<file path="src/rtl/trap_dispatch.sv">
module trap_dispatch #(
  parameter int AW   = 32,
  parameter int DW   = 32,
  parameter int NREG = 32,
  localparam int RA  = $clog2(NREG)
) (
  input  logic          clk,
  input  logic          rst_n,
  input  logic [AW-1:0] pc_i,
  input  logic [3:0]    fault_i,
  input  logic          trap_i,
  input  logic          rei_i,
  input  logic [AW-1:0] base_i,
  input  logic          rf_we,
  input  logic [RA-1:0] rf_waddr,
  input  logic [DW-1:0] rf_wdata,
  input  logic [RA-1:0] rf_raddr,
  output logic [DW-1:0] rf_rdata,
  output logic [AW-1:0] pc_o,
  output logic [AW-1:0] npc_o,
  output logic [AW-1:0] exc_o,
  output logic          shadow_o,
  output logic          rei_fault_o,
  output logic          swap_err_o
);
  localparam int NSH = 8;
  localparam logic [3:0] F_RESET = 4'd0;
  localparam logic [3:0] F_INTR  = 4'd3;
  localparam logic [3:0] F_PAL   = 4'd12;

  logic [AW-1:0] pc_q, npc_q, exc_q;
  logic          sh_q, rf_q, se_q;
  logic [13:0]   ofs;

  always_comb begin
    case (fault_i)
      F_RESET: ofs = 14'h0001;
      4'd1:    ofs = 14'h0401;
      4'd2:    ofs = 14'h0501;
      F_INTR:  ofs = 14'h0101;
      4'd4:    ofs = 14'h0201;
      4'd5:    ofs = 14'h0281;
      4'd6:    ofs = 14'h0301;
      4'd7:    ofs = 14'h0381;
      4'd8:    ofs = 14'h0181;
      4'd9:    ofs = 14'h0081;
      4'd11:   ofs = 14'h0581;
      F_PAL:   ofs = 14'h2001;
      4'd13:   ofs = 14'h0501;
      default: ofs = 14'h0481;
    endcase
  end

  wire           priv     = pc_i[0];
  wire [AW-1:0]  vec      = base_i + AW'(ofs);
  wire           keep_exc = (fault_i == F_INTR) && priv;
  wire [AW-1:0]  save     = (fault_i == F_PAL) ? pc_i + AW'(4) : pc_i;

  always_ff @(posedge clk) begin
    if (!rst_n) begin
      pc_q  <= base_i + AW'(1);
      npc_q <= base_i + AW'(5);
      exc_q <= '0;
      sh_q  <= 1'b1;
      rf_q  <= 1'b0;
      se_q  <= 1'b0;
    end else begin
      rf_q <= 1'b0;
      se_q <= 1'b0;
      if (trap_i) begin
        pc_q  <= vec;
        npc_q <= vec + AW'(4);
        if (!keep_exc) exc_q <= save;
        if (!priv) begin
          if (sh_q) se_q <= 1'b1;
          sh_q <= 1'b1;
        end
      end else if (rei_i) begin
        if (!priv) begin
          rf_q <= 1'b1;
        end else begin
          pc_q  <= exc_q;
          npc_q <= exc_q + AW'(4);
          if (!exc_q[0]) begin
            if (!sh_q) se_q <= 1'b1;
            sh_q <= 1'b0;
          end
        end
      end
    end
  end

  assign pc_o        = pc_q;
  assign npc_o       = npc_q;
  assign exc_o       = exc_q;
  assign shadow_o    = sh_q;
  assign rei_fault_o = rf_q;
  assign swap_err_o  = se_q;

  function automatic logic is_sh(input logic [RA-1:0] a);
    return ((a >= RA'(8)) && (a <= RA'(14))) || (a == RA'(25));
  endfunction

  function automatic logic [2:0] slot(input logic [RA-1:0] a);
    return (a == RA'(25)) ? 3'd7 : 3'(a - RA'(8));
  endfunction

  logic [DW-1:0] main_q [NREG];
  logic [DW-1:0] shad_q [NSH];

  always_ff @(posedge clk) begin
    if (!rst_n) begin
      for (int i = 0; i < NREG; i++) main_q[i] <= '0;
      for (int j = 0; j < NSH; j++) shad_q[j] <= '0;
    end else if (rf_we) begin
      if (sh_q && is_sh(rf_waddr)) shad_q[slot(rf_waddr)] <= rf_wdata;
      else                         main_q[rf_waddr]       <= rf_wdata;
    end
  end

  assign rf_rdata = (sh_q && is_sh(rf_raddr)) ? shad_q[slot(rf_raddr)] : main_q[rf_raddr];
endmodule

</file>
<file path="config.mk">
export PLATFORM = sky130hd
export DESIGN_NAME = trap_dispatch
export DESIGN_NICKNAME = d
export VERILOG_FILES = /design/src/rtl/trap_dispatch.sv
export SDC_FILE = /design/constraint.sdc
export NUM_CORES = 2
export LEC_CHECK = 0
export BUFFER_PORTS_ARGS = -buffer_cell sky130_fd_sc_hd__buf_2
export CORE_MARGIN = 5
export CORE_UTILIZATION = 46
export CTS_CLUSTER_DIAMETER = 60
export DETAILED_ROUTE_END_ITERATION = 8
export PLACE_DENSITY_LB_ADDON = 0.08
export SYNTH_ARGS = -nofsm -noshare
export SYNTH_HDL_FRONTEND = slang
export SYNTH_SLANG_ARGS = --single-unit
</file>
<file path="constraint.sdc">
create_clock -name clk -period 7.6 [get_ports clk]
set_clock_uncertainty 0.15 [all_clocks]
set_input_delay 1.14 -clock clk [delete_from_list [all_inputs] [get_ports clk]]
set_output_delay 1.14 -clock clk [all_outputs]
set_load 0.02 [all_outputs]
</file>
==> impl_metrics.yaml <==
floorplanning:
  coreArea_um2: 143100
  initial_utilization_pct: 46.14
  chipWidth_um: 388.9
  placementRows: 139
  die_area_um2: 151200
  die_h_um: 388.9
  top_level_i_o_count: 246
run:
  timing.max_cap.violations: 0
placement:
  dp.cells: 6657
  buffer_ports.inserted: 245
  place_congestion: 0.8743
  dpl.hpwl_um: 125000
  place_worst_setup_slack_ns: 1.528
power:
  power.switching_mw: 4.428
  p_leak_nw: 27.44
  power_density_nw_per_um2: 238.5
  share_seq_of_total_power_pct: 49.2
  power.switching_fraction_pct: 25.04
  peakVddDrop_mv: 0.1755
  power.share.combinational_pct: 9.8
  clock_power_share_pct: 41.0
  power_report.internal_total_mw: 13.26
yosys:
  post-synth-top-area-fraction_pct: 61.02
  syn-cell-area_um2: 66040
  synthCells: 4885
  yosys_warnings: 0
  synth.yosys.seq_area_share_pct: 62.08
  syn_avg_cell_area_um2: 13.52
  synth_top_cells_by_count: "edfxtp_1, and2_1, clkbuf_1, nor2_1, mux4_2"
  yosysTopAreaCell: "edfxtp_1"
  postSynth.asyncResetShare_pct: 0
  synth_seq_cells: 1377
  synth.most_common_cell: "edfxtp_1"
  synth.distinct_cells: 83
  synthesis.nets: 5012
  synth_top_cells_by_area: "edfxtp_1, and2_1, mux4_2"
  dominantRegCellSynth: "edfxtp_1"
  synth_enable_flop_cells: 1342
route:
  vias: 40938
  detailedRoute.firstPassIterationCount: 7
  ant_nets: 0
  totalWireLength_um: 209300
  route.detailed.vias_per_inst: 5.886
  starting_drt_drc_count: 4681
  residual_drc: 0
  post_drt_wl_per_cell_um: 30.10
clock_network:
  clock_tree.htree_level_count: 4
  post_cts_resize_count: 0
  clock_sink_count: 1377
  cts_root_buffer: "clkbuf_16"
  number_of_clock_buffers_inserted_by_tritoncts: 157
  clk_transition_reported_paths_ns: 0.05
  cts.repair_timing.setup_buffer_count: 0
  cts_tree: "done"
  clock_latency_reported_for_the_late_side_of_the_worst_skew_pair_ns: 0.78
  cts_max_path_buffers: 3
  hold_buffers: 0
critical_path:
  critical-path-top-delay-family: "compound AO/OA/AOI/OAI gates"
  required_ns: 6.31
  worst_setup_path_start_kind: "input port"
  critical_path.endpoint_type: "output pin"
  timing.reg2reg.setup_slack_ns: 3.78
  ordered_list_of_cells_on_the_worst_path: "buf_4 > buf_12 > nand2_2 > buf_12 > o21ai_0 > o22ai_1 > a21oi_1 > a21oi_1 > a21oi_1 > buf_2"
  arrival_ns: 4.79
  worst-r2r-cell-count: 9
  cpPeakStageDelay_ns: 0.65
  crit_slowest_cell: "o21ai_0"
  criticalPathCategory: "input port to output pin"
  critPathMostFrequentCell: "a21oi_1"
  cp_max_fanout: 68
  number_of_buffers_and_inverters_on_the_critical_path: 4
  worstSetupPathDepth: 10
sta:
  worst_pin_slew_ns: 1.253
  post-route-min-period_ns: 6.081
  final_min_period_over_clock_period_pct: 80.02
  setup_tns_ns: 0
  setup_viol_count_final: 0
  slew_violations: 0
  fmax_mhz: 164.4
  grt_setup_unrepaired: "no"
  final_hold_fails: 0
  final.hold.worst_slack_ns: 0.3681
  worst_slack_ns: 1.519
  relSlewSlack_pct: 15.77
global_routing:
  number_of_global_route_vias_before_repair: 40196
  grt_start_max_net_pins: 89
  grt.total_usage_pct: 27.33
  total_congestion_overflow: 0
  antenna_found_initial: 28
  grt_first_pass_wirelength_um: 299100
finish:
  drive_above_1_share_pct: 18.08
  synthToLayoutAreaGrowth_pct: 12.29
  final_nets: 5040
  layout.filler_cells: 11912
  stdcell_count: 6955
min_path:
  whs_path_depth: 2
  timing.hold.worst.class: "flip-flop to flip-flop"
outcome:
  status: "completed"
==> power groups by stage <==
| stage | registers, mW | clock network, mW | logic, mW |
|---|---|---|---|
| 4_1_cts | 8.71 | 7.36 | 1.73 |
| 6_report | 8.71 | 7.25 | 1.73 |
| 3_3_place_gp | 8.86 | 0 | 1.73 |
| 3_5_place_dp | 8.87 | 0 | 1.73 |
| 5_1_grt | 8.73 | 7.67 | 1.81 |
| 2_1_floorplan | 8.92 | 0 | 0.914 |
==> layout make-up <==
cell class	instances	area [um^2]	share of cell area [%]
Tap cell	1903	2381	3.211
Clock inverter	79	549.3	0.7407
Antenna cell	13	32.53	0.04387
Multi-Input combinational cell	3014	23710	31.97
Clock buffer	206	4304	5.804
Inverter	20	75.07	0.1012
Timing Repair Buffer	343	2108	2.843
Sequential cell	1377	41000	55.28
==> worst register-to-register path, stage by stage, from the launching register on <==
cell and delay, ns:
dfxtp_1 0.31, buf_4 0.22, o211ai_1 0.15, inv_1 0.10, nand3_1 0.22, nor2_4 0.14
buf_4 0.60, and3_1 0.26, buf_4 0.35, nand2b_2 0.89
==> worst paths after layout <==
| check | start | to |
|---|---|---|
| worst max-delay path | rf_raddr[2] | rf_rdata[17] |
| worst min-delay path | exc_o[11] | exc_o[11] |
| worst max register to register | shadow_o | shad_q[3][2] |
| worst min register to register | exc_o[11] | exc_o[11] |
==> layout by cell type (no fill, tap or decap), types with 51 or more instances in the layout <==
cell	count
xor2_1	63
mux4_2	239
a21oi_1	128
clkbuf_16	166
a211oi_1	114
buf_4	92
xnor2_1	51
and3_1	85
edfxtp_1	1342
and2_1	1222
nand2_1	130
buf_2	239
nor2_1	214
o22ai_1	63
o21ai_0	71
mux2i_1	201
==> registers in the layout, summed over array words and instances (netlist names) <==
signal	cells
main_q	1024
shad_q	256
exc_o	32
pc_o	32
npc_o	30
rei_fault_o	1
shadow_o	1
swap_err_o	1
==> through the flow <==
step | util, % | total power, mW | instance area, um^2
finish | 51.81 | 17.69 | 74160
floorplan | - | 9.833 | 66040
global route | 51.79 | 18.21 | 74130
detailed placement | 48.40 | 10.60 | 69280
CTS | 51.79 | 17.81 | 74130
global placement | 48.40 | 10.59 | 69280
==> logic make-up (layout without fill, tap and decap cells) <==
kind of cell             count (synthesis)  after routing  synth area share (%)
other                                    0             13                     0
adder cells (fa/ha/maj)                 12             12                0.2273
multiplexers                           449            449                 11.35
AO/OA/AOI/OAI                          531            531                 5.263
buffers and inverters                  494            648                 2.965
XOR/XNOR                               114            114                 1.512
AND/OR/NAND/NOR                       1908           1908                 16.60
flip-flops                            1377           1377                 62.08
==> per-layer routing <==
metal  GRT usage [%]  up-vias  share of wire [%]  routed length (um)
li1                -    17968                  -                   -
met1           39.21    20939                 43               89060
met2           42.60     1715                 46               96350
met3           4.345      314                7.7               16070
met4           9.717        2                3.7                7836
met5               0        -             0.0062                  13
No activity file was read; power rests on OpenSTA's default activity.
